<file path="config.mk">
export PLATFORM = sky130hd
export DESIGN_NAME = uart_rx_packer
export DESIGN_NICKNAME = d
export VERILOG_FILES = /design/src/rtl/uart_rxpk_pkg.sv /design/src/rtl/rxpk_format.sv /design/src/rtl/rxpk_outq.sv /design/src/rtl/rxpk_sticky.sv /design/src/rtl/uart_rx_packer.sv
export SDC_FILE = /design/constraint.sdc
export NUM_CORES = 1
export LEC_CHECK = 0
export BUFFER_PORTS_ARGS = -buffer_cell sky130_fd_sc_hd__buf_4
export CAP_MARGIN = 20
export CORE_MARGIN = 1
export CORE_UTILIZATION = 40
export CTS_BUF_LIST = sky130_fd_sc_hd__clkbuf_16
export DETAILED_ROUTE_END_ITERATION = 8
export PLACE_DENSITY_LB_ADDON = 0.3
export SLEW_MARGIN = 5
export SYNTH_ARGS = -nofsm -noshare
export SYNTH_HDL_FRONTEND = slang
export SYNTH_SLANG_ARGS = --single-unit
</file>
<file path="constraint.sdc">
create_clock -name clk -period 1.2 [get_ports clk]
set_input_delay 0.12 -clock clk [delete_from_list [all_inputs] [get_ports clk]]
set_output_delay 0.12 -clock clk [all_outputs]
set_load 0.03 [all_outputs]
</file>
<file path="src/rtl/uart_rxpk_pkg.sv">
// Package: shared widths and flag type for the receive byte packer.
// Assumes a character is at most one bit wider than a FIFO byte.
package uart_rxpk_pkg;
    localparam int RXPK_BYTE_W = 8;
    localparam int RXPK_FLAG_W = 4;

    // Flag set in status-byte bit order (MSB first in the struct).
    typedef struct packed {
        logic ovr;
        logic ferr;
        logic brk;
        logic perr;
    } rxpk_flags_t;
endpackage

</file>
<file path="src/rtl/rxpk_format.sv">
// Module: rxpk_format
// Combinational. Builds the data byte and the status byte for one character,
// and the set of errors that character contributes to the sticky register.
// Assumes CHAR_W == BYTE_W + 1; the top bit is the optional ninth data bit.
module rxpk_format
    import uart_rxpk_pkg::*;
#(
    parameter int BYTE_W = RXPK_BYTE_W,
    parameter int LEN_W  = 4,
    localparam int CHAR_W = BYTE_W + 1
) (
    input  logic [LEN_W-1:0]  cfg_len,
    input  logic              cfg_par_en,
    input  logic [CHAR_W-1:0] ch_data,
    input  rxpk_flags_t       ch_flags,
    input  logic              carry_ovr,
    output logic [BYTE_W-1:0] data_byte,
    output logic [BYTE_W-1:0] stat_byte,
    output rxpk_flags_t       err_new
);
    logic nine_bit;

    // Character holds the extra bit when length reaches CHAR_W.
    assign nine_bit = (int'(cfg_len) >= CHAR_W);

    // Per-bit mask: keep a data bit only when it lies below the length.
    for (genvar gi = 0; gi < BYTE_W; gi++) begin : g_mask
        assign data_byte[gi] = ch_data[gi] & (int'(cfg_len) > gi);
    end

    // Status byte: low nibble of flags, ninth bit replacing parity when used.
    always_comb begin
        stat_byte    = '0;
        stat_byte[0] = nine_bit ? ch_data[CHAR_W-1] : (ch_flags.perr & cfg_par_en);
        stat_byte[1] = ch_flags.brk;
        stat_byte[2] = ch_flags.ferr;
        stat_byte[3] = ch_flags.ovr | carry_ovr;
    end

    // Errors recorded in the sticky register for this character.
    always_comb begin
        err_new      = ch_flags;
        err_new.perr = ch_flags.perr & cfg_par_en;
    end
endmodule

</file>
<file path="src/rtl/rxpk_outq.sv">
// Module: rxpk_outq
// Two-entry output holder with a valid/ready port. It is loaded with one or
// two bytes at once, and only while it is empty.
// Assumes the caller never asserts load while busy.
module rxpk_outq #(
    parameter int BYTE_W = 8
) (
    input  logic              clk,
    input  logic              rst_n,
    input  logic              load,
    input  logic              load_two,
    input  logic [BYTE_W-1:0] first_byte,
    input  logic [BYTE_W-1:0] second_byte,
    output logic              out_valid,
    output logic [BYTE_W-1:0] out_data,
    input  logic              out_ready
);
    logic [1:0]        cnt_q;
    logic [BYTE_W-1:0] head_q;
    logic [BYTE_W-1:0] next_q;

    assign out_valid = (cnt_q != 2'd0);
    assign out_data  = head_q;

    // Load a fresh pair or shift one byte out per completed handshake.
    always_ff @(posedge clk) begin
        if (!rst_n) begin
            cnt_q  <= 2'd0;
            head_q <= '0;
            next_q <= '0;
        end else if (load) begin
            head_q <= first_byte;
            next_q <= second_byte;
            cnt_q  <= load_two ? 2'd2 : 2'd1;
        end else if (out_valid && out_ready) begin
            head_q <= next_q;
            cnt_q  <= cnt_q - 2'd1;
        end
    end

    AST_HOLD_STABLE: assert property (@(posedge clk) disable iff (!rst_n)
        (out_valid && !out_ready) |=> (out_valid && $stable(out_data)));
    AST_PAIR_KEPT: assert property (@(posedge clk) disable iff (!rst_n)
        (out_valid && out_ready && cnt_q == 2'd2) |=> out_valid);
    AST_LOAD_IDLE: assert property (@(posedge clk) disable iff (!rst_n)
        load |-> !out_valid);
endmodule

</file>
<file path="src/rtl/rxpk_sticky.sv">
// Module: rxpk_sticky
// Sticky error flags. A bit sets on any report, and a read clears the bits.
// A report in the same cycle as a read survives the clear.
module rxpk_sticky #(
    parameter int FLAG_W = 4
) (
    input  logic              clk,
    input  logic              rst_n,
    input  logic [FLAG_W-1:0] set_vec,
    input  logic              rd,
    output logic [FLAG_W-1:0] flags
);
    logic [FLAG_W-1:0] flags_q;

    assign flags = flags_q;

    // Accumulate reports; clear on read except for reports arriving now.
    always_ff @(posedge clk) begin
        if (!rst_n) flags_q <= '0;
        else        flags_q <= (rd ? '0 : flags_q) | set_vec;
    end

    AST_STICKY_KEEP: assert property (@(posedge clk) disable iff (!rst_n)
        !rd |=> (($past(flags_q) & ~flags_q) == '0));
    AST_READ_CLEARS: assert property (@(posedge clk) disable iff (!rst_n)
        (rd && set_vec == '0) |=> (flags_q == '0));
endmodule

</file>
<file path="src/rtl/uart_rx_packer.sv">
// Module: uart_rx_packer (top)
// Packs received UART characters into bytes for an 8-bit receive FIFO.
// In normal mode each character gives one data byte. In wide mode it gives
// a data byte and then a status byte. Characters that arrive while bytes are
// pending are dropped, and the drop is reported as an overrun.
// Assumes ch_valid is a single-cycle strobe per character.
module uart_rx_packer
    import uart_rxpk_pkg::*;
#(
    parameter int BYTE_W = RXPK_BYTE_W,
    parameter int LEN_W  = 4,
    localparam int CHAR_W = BYTE_W + 1,
    localparam int FLAG_W = RXPK_FLAG_W
) (
    input  logic              clk,
    input  logic              rst_n,
    input  logic [LEN_W-1:0]  cfg_len,
    input  logic              cfg_wide,
    input  logic              cfg_par_en,
    input  logic              ch_valid,
    input  logic [CHAR_W-1:0] ch_data,
    input  logic              ch_perr,
    input  logic              ch_ferr,
    input  logic              ch_brk,
    input  logic              ch_ovr,
    output logic              out_valid,
    output logic [BYTE_W-1:0] out_data,
    input  logic              out_ready,
    input  logic              err_rd,
    output logic [FLAG_W-1:0] err_flags
);
    rxpk_flags_t       flags_in;
    rxpk_flags_t       err_new;
    logic [BYTE_W-1:0] data_byte;
    logic [BYTE_W-1:0] stat_byte;
    logic              accept;
    logic              drop;
    logic              carry_ovr_q;
    logic [FLAG_W-1:0] set_vec;

    assign flags_in = '{ovr: ch_ovr, ferr: ch_ferr, brk: ch_brk, perr: ch_perr};
    assign accept   = ch_valid && !out_valid;
    assign drop     = ch_valid &&  out_valid;

    // Errors of a stored character plus an overrun for a dropped one.
    always_comb begin
        set_vec    = accept ? FLAG_W'(err_new) : '0;
        set_vec[3] = set_vec[3] | drop;
    end

    // Remember a drop until the next stored character carries it.
    always_ff @(posedge clk) begin
        if (!rst_n)      carry_ovr_q <= 1'b0;
        else if (accept) carry_ovr_q <= 1'b0;
        else if (drop)   carry_ovr_q <= 1'b1;
    end

    rxpk_format #(.BYTE_W(BYTE_W), .LEN_W(LEN_W)) i_format (
        .cfg_len    (cfg_len),
        .cfg_par_en (cfg_par_en),
        .ch_data    (ch_data),
        .ch_flags   (flags_in),
        .carry_ovr  (carry_ovr_q),
        .data_byte  (data_byte),
        .stat_byte  (stat_byte),
        .err_new    (err_new)
    );

    rxpk_outq #(.BYTE_W(BYTE_W)) i_outq (
        .clk         (clk),
        .rst_n       (rst_n),
        .load        (accept),
        .load_two    (cfg_wide),
        .first_byte  (data_byte),
        .second_byte (stat_byte),
        .out_valid   (out_valid),
        .out_data    (out_data),
        .out_ready   (out_ready)
    );

    rxpk_sticky #(.FLAG_W(FLAG_W)) i_sticky (
        .clk     (clk),
        .rst_n   (rst_n),
        .set_vec (set_vec),
        .rd      (err_rd),
        .flags   (err_flags)
    );

    AST_DROP_OVERRUN: assert property (@(posedge clk) disable iff (!rst_n)
        (ch_valid && out_valid) |=> err_flags[3]);
    AST_ACCEPT_OFFERS: assert property (@(posedge clk) disable iff (!rst_n)
        (ch_valid && !out_valid) |=> out_valid);
    AST_WIDE_PAR_GATE: assert property (@(posedge clk) disable iff (!rst_n)
        (ch_valid && !out_valid && !cfg_par_en && !err_rd && err_flags[0] == 1'b0) |=> !err_flags[0]);
endmodule

</file>
==> flow_summary.yaml, run 1 <==
floorplan:
  fp-row-count: 15
  core_area_um2: 1820
  ioPinCount: 37
  dieArea_um2: 2220
  initial_core_util_pct: 44.7
  die_h_um: 47.1
  chipWidth_um: 47.1
setup_path:
  crit_path_cell_trace: "inv_2 > ha_4 > mux2i_4 > buf_6 > nand2_2 > a21oi_2"
  setup.worst_path.class: "register to register"
  critPathArrivalTime_ns: 1.42
  critPathMaxFanout: 7
  end_kind: "register"
  cpPeakStageDelay_ns: 0.32
  cp.required_ns: 1.38
  slowest_stage: "dfxtp_2"
  critPathLaunchType: "register"
detailed_routing:
  drtAntennaViolNets: 0
  avgRoutedWirePerCell_um: 13.9
  drt-vias-per-instance: 5.24
  drtPass1Iterations: 4
  wl_um: 2250
  vias: 849
  drt_first_iter_violations: 4
  drc: 0
finish:
  diodes: 0
  area_growth_pct: 60.5
  drive_gt1_share_pct: 48.9
  fin_cells: 162
  finalNetCount: 163
  fill_cells: 145
run_status:
  outcome: "complete, but fails checks"
  violations: "negative setup slack"
timing:
  maxSlewHeadroom_pct: 68.8
  setup_slack_ns: -0.0375
  min_period_over_period_pct: 103
  rsz0062_at_grt: "yes"
  slew_violations: 0
  clock_skew_ns: 0.00269
  tightest_slew_ns: 0.467
  hold_violations: 0
  period_minus_slack_ns: 1.24
  fmax_mhz: 808
  finalSetupViolations: 9
logic_synthesis:
  yosysMostFrequentCell: "dfxtp_1"
  synth.avg_cell_area_um2: 8.84
  async_reset_ff_share_pct: 0
  synth_area_leader_cell: "dfxtp_1"
  synth_nets: 117
  ys.flop_type: "dfxtp_1"
  syn_inst: 92
  synth-edff-count: 0
  synth_top_cells_by_count: "dfxtp_1 (19), nand2_1 (12), a21oi_1 (11)"
  ys_seq_area_share_pct: 46.8
  synth_area_um2: 813
  synth_top_area_share_pct: 46.8
  synth_seq_cells: 19
  ys_warn_count: 0
  synth_area_leaders: "dfxtp_1 (47%), a21oi_1 (6.8%), nand2_1 (5.5%), o21ai_0 (3.7%), a211oi_1 (2.8%)"
  synth_cell_types: 32
grt:
  grt_pass1_wl_um: 3560
  grt_max_degree: 15
  grt_use_total_pct: 23.8
  grt_pass1_vias: 824
  overflow: 0
  antenna_found_initial: 0
run:
  drv_cap: 0
clock_tree:
  htree_num_levels: 1
  clkSinkCount: 19
  clock_latency_ns: 0.25
  clock_path_buffers: 2
  clk_pin_slew_worst_paths_ns: 0.05
  cts_tree: "done"
  root_buffer: "clkbuf_16"
  cts_buffers: 3
pwr:
  power.density_nw_per_um2: 1640
  peakVddDrop_uv: 1070
  p_leak_nw: 0.570
placed_design:
  dp.cells: 157
  gp_congestion: 0.790
  dpl.hpwl_um: 1650
  io_buffers: 36
  place_ws_ns: -0.0657
min_path:
  min_path_type: "primary input to register"
flip-flops by register name (all words and copies together), names as in the netlist:
name,flops
i_outq.next_q,4
i_outq.cnt_q,2
i_sticky.flags,4
i_outq.out_data,8
carry_ovr_q,1
logic make-up after synthesis:
family,count (synthesis),share of synthesized area [%]
and+or+nand+nor,22,11.8
DFF,19,46.8
buffers and inverters,9,5.38
adders and majority gates,1,1.54
AOI/OAI and AO/OA,38,30.2
muxes,3,4.31
area by class of cell:
class / instances / area, µm² / share of cell area, %
repair buffers: 45 / 349 / 26.7
well taps: 25 / 31.3 / 2.40
inverters: 5 / 18.8 / 1.44
clock buffers: 3 / 75.1 / 5.75
multi-input cells: 64 / 443 / 33.9
flip-flops and latches: 19 / 383 / 29.3
clock inverters: 1 / 5.00 / 0.384
where the power goes:
| part | internal [mW] | total (mW) | switching (mW) |
|---|---|---|---|
| combinational | 0.340 | 0.704 | 0.363 |
| clock | 0.447 | 0.685 | 0.238 |
| sequential | 0.707 | 0.747 | 0.0397 |
| total | 1.49 | 2.14 | 0.641 |
repair_timing:
action                                  CTS  global route
pin swaps                                 7             2
buffers inserted                          1             0
resized for setup                         9             3
hold endpoints to repair                  0             0
endpoints found under the setup margin   13            16
hold buffers                              0             0
placed cells by master, fill, tap and decap left out, types with 4 or more instances in the layout:
cell | synthesis | final
buf_4 | 0 | 42
dfxtp_1 | 19 | 17
nand2_1 | 12 | 9
a21oi_1 | 11 | 9
nand2_2 | 1 | 4
o21ai_1 | 2 | 4
nor2_1 | 4 | 4
worst max-delay path: cells and delay by family, from the launching register on:
family | cells | cell delay (ns)
DFF | 1 | 0.32
muxes | 1 | 0.29
buffers and inverters | 2 | 0.22
adders and majority gates | 1 | 0.19
AOI/OAI and AO/OA | 1 | 0.10
and+or+nand+nor | 1 | 0.05
worst paths after layout:
| check | startpoint | to | slack [ns] | cells after the start |
|---|---|---|---|---|
| min | rst_n | i_outq.out_data[1] | 0.14 | 3 |
| max reg2reg | i_outq.cnt_q[1] | i_outq.out_data[6] | -0.04 | 6 |
| max | i_outq.cnt_q[1] | i_outq.out_data[6] | -0.04 | 6 |
| min reg2reg | i_sticky.flags[1] | i_sticky.flags[1] | 0.46 | 2 |
layer usage:
| layer | up-vias | wire (µm) | global-route usage, % |
|---|---|---|---|
| li1 | 424 | - | - |
| met1 | 398 | 978 | 28.0 |
| met2 | 22 | 1140 | 41.4 |
| met3 | 5 | 80 | 3.46 |
| met4 | 0 | 46 | 13.1 |
| met5 | - | 0 | 0 |
metrics by stage:
| stage | area [µm²] | setup TNS (ns) | power [mW] | hold WS (ns) | util [%] |
|---|---|---|---|---|---|
| 2_1_floorplan | 855 | -0.159 | 1.16 | 0.256 | - |
| 3_3_place_gp | 1180 | -0.0355 | 1.39 | 0.395 | 64.7 |
| 3_5_place_dp | 1180 | -0.428 | 1.41 | 0.410 | 64.7 |
| 4_1_cts | 1290 | -0.249 | 2.12 | 0.139 | 70.9 |
| 5_1_grt | 1310 | -1.09 | 2.24 | 0.149 | 71.7 |
| 6_report | 1310 | -0.239 | 2.14 | 0.143 | 71.7 |
No activity file was read; power rests on OpenSTA's default activity.
==> inputs of run 2 (changes only) <==
--- a/config.mk
+++ b/config.mk
@@ -12,6 +12,7 @@
 export CTS_BUF_LIST = sky130_fd_sc_hd__clkbuf_16
 export DETAILED_ROUTE_END_ITERATION = 8
 export PLACE_DENSITY_LB_ADDON = 0.3
+export REMOVE_ABC_BUFFERS = 1
 export SLEW_MARGIN = 5
 export SYNTH_ARGS = -nofsm -noshare
 export SYNTH_HDL_FRONTEND = slang
==> run 2 against run 1 <==
Net effect: the flow still finishes with violations (negative setup slack); global-route usage fell by 1.1 points; via count is 1.2% higher; power grew 1.2%; die area unchanged; fmax increased by 1.4%; routed wire length fell by 5.8%; clock skew down 0.0012 ns; clock power down 3%; first-iteration DRC count increased to 2.5 times the previous value; core utilization grew 1.6 points; final area grew 2.3%; critical endpoint is now out_valid; largest power group unchanged.
==> flow_summary.yaml, run 2 (same netlist as run 1, synthesis figures left out) <==
min_path:
  min_path_type: "primary input to register"
  whs_endpoint: "i_outq.out_data[5]"
  min_from: "ch_data[5]"
  min_path_cells: 3
detailed_routing:
  drtPass1Iterations: 4
  avgRoutedWirePerCell_um: 13.2
  vias: 859
  wl_um: 2120
  drc: 0
  drt-vias-per-instance: 5.37
  drtAntennaViolNets: 0
  drt_first_iter_violations: 10
clock_tree:
  clk_pin_slew_worst_paths_ns: 0.05
  clkSinkCount: 19
  clock_latency_ns: 0.24
  cts_buffers: 3
  post_cts_buffers: 0
  htree_num_levels: 1
  root_buffer: "clkbuf_16"
  cts_tree: "done"
  clock_path_buffers: 2
  cts_hold_buffers: 0
finish:
  fin_cells: 160
  finalNetCount: 161
  final_cell_mix: "buf_4 (38), dfxtp_1 (17), nand2_1 (9), a21oi_1 (9), buf_6 (5)"
  layout_commonest_cell: "buf_4"
  largest_register_ffs: 8
  fin_area_um2: 1340
  fill_cells: 132
  multi_input_area_um2: 480
  area_growth_pct: 64.2
  diodes: 0
  drive_gt1_share_pct: 53.3
  regArea_um2: 383
grt:
  grt_max_degree: 15
  grt_pass1_wl_um: 3510
  grt_use_total_pct: 22.7
  overflow: 0
  antenna_found_initial: 0
  grt_pass1_vias: 795
timing:
  slew_violations: 0
  finalSetupViolations: 8
  setup_slack_ns: -0.0203
  clock_skew_ns: 0.00148
  period_minus_slack_ns: 1.22
  fmax_mhz: 819
  rsz0062_at_grt: "yes"
  tightest_slew_ns: 0.482
  maxSlewHeadroom_pct: 67.8
  hold_violations: 0
  min_period_over_period_pct: 102
  tns_ns: -0.0859
setup_path:
  slowest_stage: "dfxtp_2"
  cpLargestDelayFamily: "buffers and inverters"
  reg2reg_to: "i_outq.out_data[6]"
  r2r_cells: 6
  ff2ff_setup_slack_ns: -0.02
  cpPeakStageDelay_ns: 0.31
  critPathLaunchType: "register"
  crit_path_cell_trace: "inv_2 > ha_4 > buf_6 > inv_2 > buf_6"
  path_buf_inv: 4
  critPathArrivalTime_ns: 1.10
  end_kind: "primary output"
  r2r_start: "i_outq.cnt_q[1]"
  critPathMaxFanout: 4
  cp.required_ns: 1.08
  setup.worst_path.class: "register to primary output"
floorplan:
  core_area_um2: 1820
  die_h_um: 47.1
  ioPinCount: 37
  chipWidth_um: 47.1
  initial_core_util_pct: 44.7
  dieArea_um2: 2220
  fp-row-count: 15
placed_design:
  dp.cells: 156
  dpl.hpwl_um: 1590
  place_area_um2: 1140
  io_buffers: 36
  gp_congestion: 0.813
pwr:
  power.internal_mw: 1.52
  peakVddDrop_uv: 990
  p_clk_share_pct: 30.9
  combPwrFrac_pct: 34.5
  swShare_pct: 29.8
  power.density_nw_per_um2: 1620
  p_leak_nw: 0.578
  p_seq_share_pct: 34.6
  power.total_mw: 2.16
  netSwitchingPower_mw: 0.644
run_status:
  outcome: "complete, but fails checks"
  violations: "negative setup slack"
run:
  drv_cap: 0
run 2: cell types whose count changed in the layout (fill, tap and decap cells not counted), moves of 2 or more:
cell     before  now
buf_4        42   38
o21ai_2       1    4
o21ai_1       4    2
buf_6         3    5
run 2: repair_timing:
action                                  4_1_cts  5_1_grt
pin swaps                                     3        3
resized for setup                            25        9
cloned                                        0        0
endpoints found under the hold margin         0        0
endpoints found under the setup margin       20       15
run 2: routing by layer:
| metal | part of all wire [%] | wire length, µm | vias up | global-route usage (%) |
|---|---|---|---|---|
| met3 | 3.9 | 82 | 4 | 3.85 |
| li1 | - | - | 426 | - |
| met4 | 0.66 | 14 | 0 | 5.14 |
| met1 | 45 | 946 | 406 | 28.9 |
| met2 | 51 | 1070 | 23 | 40.0 |
| met5 | 0 | 0 | - | 0 |
run 2: worst register-to-register path: cells and delay by family, from the launching register on:
family | cells | cell delay [ns]
flip-flops | 1 | 0.31
multiplexers | 1 | 0.28
buffers and inverters | 2 | 0.23
adder cells (fa/ha/maj) | 1 | 0.18
AO/OA/AOI/OAI | 1 | 0.10
AND/OR/NAND/NOR | 1 | 0.06
run 2: worst max path at each step:
stage                              end  cells after the start       startpoint
floorplan           i_outq.out_data[1]                      5  i_outq.cnt_q[0]
global placement    i_outq.out_data[1]                      5  i_outq.cnt_q[0]
detailed placement  i_outq.out_data[1]                      5  i_outq.cnt_q[1]
CTS                          out_valid                      5  i_outq.cnt_q[1]
global route        i_outq.out_data[0]                      6  i_outq.cnt_q[0]
finish                       out_valid                      5  i_outq.cnt_q[1]
run 2: through the flow:
step                      setup slack (ns)  hold slack (ns)  utilization (%)
after floorplan                     -0.161            0.256                -
after global placement              -0.153            0.383             62.7
after detailed placement            -0.217            0.391             62.7
after CTS                          -0.0120            0.139             71.2
after global routing               -0.0973            0.156             73.3
final                              -0.0203            0.141             73.3
run 2: power groups by stage:
stage	Clock [mW]	Sequential [mW]	Combinational [mW]
floorplan	0	0.826	0.253
global placement	0	0.746	0.591
detailed placement	0	0.749	0.602
CTS	0.672	0.746	0.710
global route	0.703	0.757	0.801
finish	0.667	0.749	0.745
run 2: layout make-up:
class	count	share of cell area, %
Multi-Input combinational cell	64	36.0
Sequential cell	19	28.7
Timing Repair Buffer	43	25.6
Clock buffer	3	5.62
Tap cell	25	2.34
Inverter	5	1.41
Clock inverter	1	0.375
==> inputs of run 3 (changes only) <==
--- a/config.mk
+++ b/config.mk
@@ -5,13 +5,14 @@
 export SDC_FILE = /design/constraint.sdc
 export NUM_CORES = 1
 export LEC_CHECK = 0
-export BUFFER_PORTS_ARGS = -buffer_cell sky130_fd_sc_hd__buf_4
+export BUFFER_PORTS_ARGS = -buffer_cell sky130_fd_sc_hd__buf_2
 export CAP_MARGIN = 20
 export CORE_MARGIN = 1
 export CORE_UTILIZATION = 40
 export CTS_BUF_LIST = sky130_fd_sc_hd__clkbuf_16
 export DETAILED_ROUTE_END_ITERATION = 8
 export PLACE_DENSITY_LB_ADDON = 0.3
+export RECOVER_POWER = 100
 export REMOVE_ABC_BUFFERS = 1
 export SLEW_MARGIN = 5
 export SYNTH_ARGS = -nofsm -noshare
==> run 3 against run 2 <==
Net effect: the flow still finishes with violations (negative setup slack); core utilization shrank 5.8 points; clock skew about the same; sequential share of layout area grew 2.5 points; first-iteration DRC count rose by 50%; clock-buffer cell count did not move; routed wire length fell by 2.2%; clock power is 0.6% higher; register-to-register slack worse by 0.09 ns.
==> flow_summary.yaml, run 3 (same netlist as run 1, synthesis figures left out) <==
run_status:
  outcome: "complete, but fails checks"
  violations: "negative setup slack"
setup_path:
  critPathArrivalTime_ns: 1.42
  slowest_stage: "dfxtp_2"
  setup.worst_path.class: "register to register"
  critPathLaunchType: "register"
  critPathMaxFanout: 11
  end_kind: "register"
  cpMostUsedCell: "a211oi_2"
  cp.required_ns: 1.31
  cpPeakStageDelay_ns: 0.33
  crit_path_cell_trace: "inv_2 > ha_4 > buf_4 > and2_4 > a211oi_2 > a211oi_2"
  path_buf_inv: 2
  cpLargestDelayFamily: "flip-flops"
detailed_routing:
  avgRoutedWirePerCell_um: 12.6
  drtAntennaViolNets: 0
  drtPass1Iterations: 4
  vias: 841
  drt-vias-per-instance: 5.13
  wl_um: 2070
  drt_first_iter_violations: 15
  drc: 0
floorplan:
  initial_core_util_pct: 44.7
  dieArea_um2: 2220
  fp-row-count: 15
  die_h_um: 47.1
  ioPinCount: 37
  chipWidth_um: 47.1
  core_area_um2: 1820
placed_design:
  place_ws_ns: -0.202
  dp.cells: 158
  io_buffers: 36
  gp_congestion: 0.747
run:
  drv_cap: 0
timing:
  slew_violations: 0
  finalSetupViolations: 14
  min_period_over_period_pct: 109
  rsz0062_at_grt: "yes"
  setup_slack_ns: -0.108
  tightest_slew_ns: 0.444
  fmax_mhz: 765
  clock_skew_ns: 0.00172
  maxSlewHeadroom_pct: 70.4
  period_minus_slack_ns: 1.31
  hold_violations: 0
finish:
  fin_cells: 164
  finalNetCount: 165
  layout_commonest_cell: "buf_2"
  largest_register_ffs: 8
  area_growth_pct: 51.2
  drive_gt1_share_pct: 41.0
  final_cell_mix: "buf_2 (23), dfxtp_1 (17), clkbuf_1 (12), nand2_1 (10), a21oi_1 (10)"
  diodes: 0
grt:
  antenna_found_initial: 0
  grt_max_degree: 15
  grt_use_total_pct: 21.3
  grt_pass1_vias: 765
  overflow: 0
  grt_pass1_wl_um: 3310
pwr:
  power.density_nw_per_um2: 1710
  netSwitchingPower_mw: 0.639
  peakVddDrop_uv: 858
  power.total_mw: 2.10
  power.internal_mw: 1.46
  p_clk_share_pct: 31.9
  p_leak_nw: 0.514
  combPwrFrac_pct: 32.8
  p_seq_share_pct: 35.3
  swShare_pct: 30.4
clock_tree:
  htree_num_levels: 1
  clk_pin_slew_worst_paths_ns: 0.05
  clock_path_buffers: 2
  cts_buffers: 3
  clock_latency_ns: 0.25
  cts_tree: "done"
  root_buffer: "clkbuf_16"
  clkSinkCount: 19
  cts_hold_buffers: 0
min_path:
  min_path_type: "primary input to register"
[run 3: stage by stage]
step / setup TNS [ns] / hold WS (ns) / utilization (%) / instance area (µm²)
after floorplan: -1.09 / 0.256 / - / 788
after global placement: -1.56 / 0.375 / 58.6 / 1070
after detailed placement: -2.50 / 0.399 / 58.6 / 1070
after CTS: -0.756 / 0.137 / 64.9 / 1180
after global routing: -1.69 / 0.138 / 67.6 / 1230
final: -0.768 / 0.128 / 67.6 / 1230
[run 3: final timing paths]
kind	from	to	slack, ns	cells past startpoint
worst max-delay path	i_outq.cnt_q[0]	i_outq.cnt_q[1]	-0.11	6
worst min-delay path	ch_brk	i_outq.next_q[1]	0.13	3
worst max register to register	i_outq.cnt_q[0]	i_outq.cnt_q[1]	-0.11	6
worst min register to register	i_outq.out_data[6]	i_outq.out_data[6]	0.45	2
[run 3: layout make-up]
cell class,instances,area (µm²)
inverters,5,18.8
fillers,152,591
flip-flops and latches,19,383
well taps,25,31.3
clock buffers,3,75.1
clock inverters,1,5.00
multi-input cells,64,448
repair buffers,47,269
[run 3: power by group through the flow]
stage	clock network [mW]	registers (mW)	logic, mW
2_1_floorplan	0	0.826	0.253
3_3_place_gp	0	0.744	0.543
3_5_place_dp	0	0.747	0.552
4_1_cts	0.679	0.740	0.611
5_1_grt	0.707	0.747	0.747
6_report	0.671	0.742	0.688
[run 3: tightest hold or removal path, cell delays in order]
cell	delay [ns]
buf_2	0.11
nand2_4	0.05
a21oi_1	0.05
[run 3: timing repair]
action,in CTS,in global routing
setup endpoints to repair,19,17
resized for setup,10,13
pin swaps,5,9
setup buffers,1,1
[run 3: layer usage]
metal  track usage [%]  share of wire (%)
met4              10.3                1.6
met1              29.5                 45
met5                 0                  0
met3              3.46                3.7
met2              32.5                 49
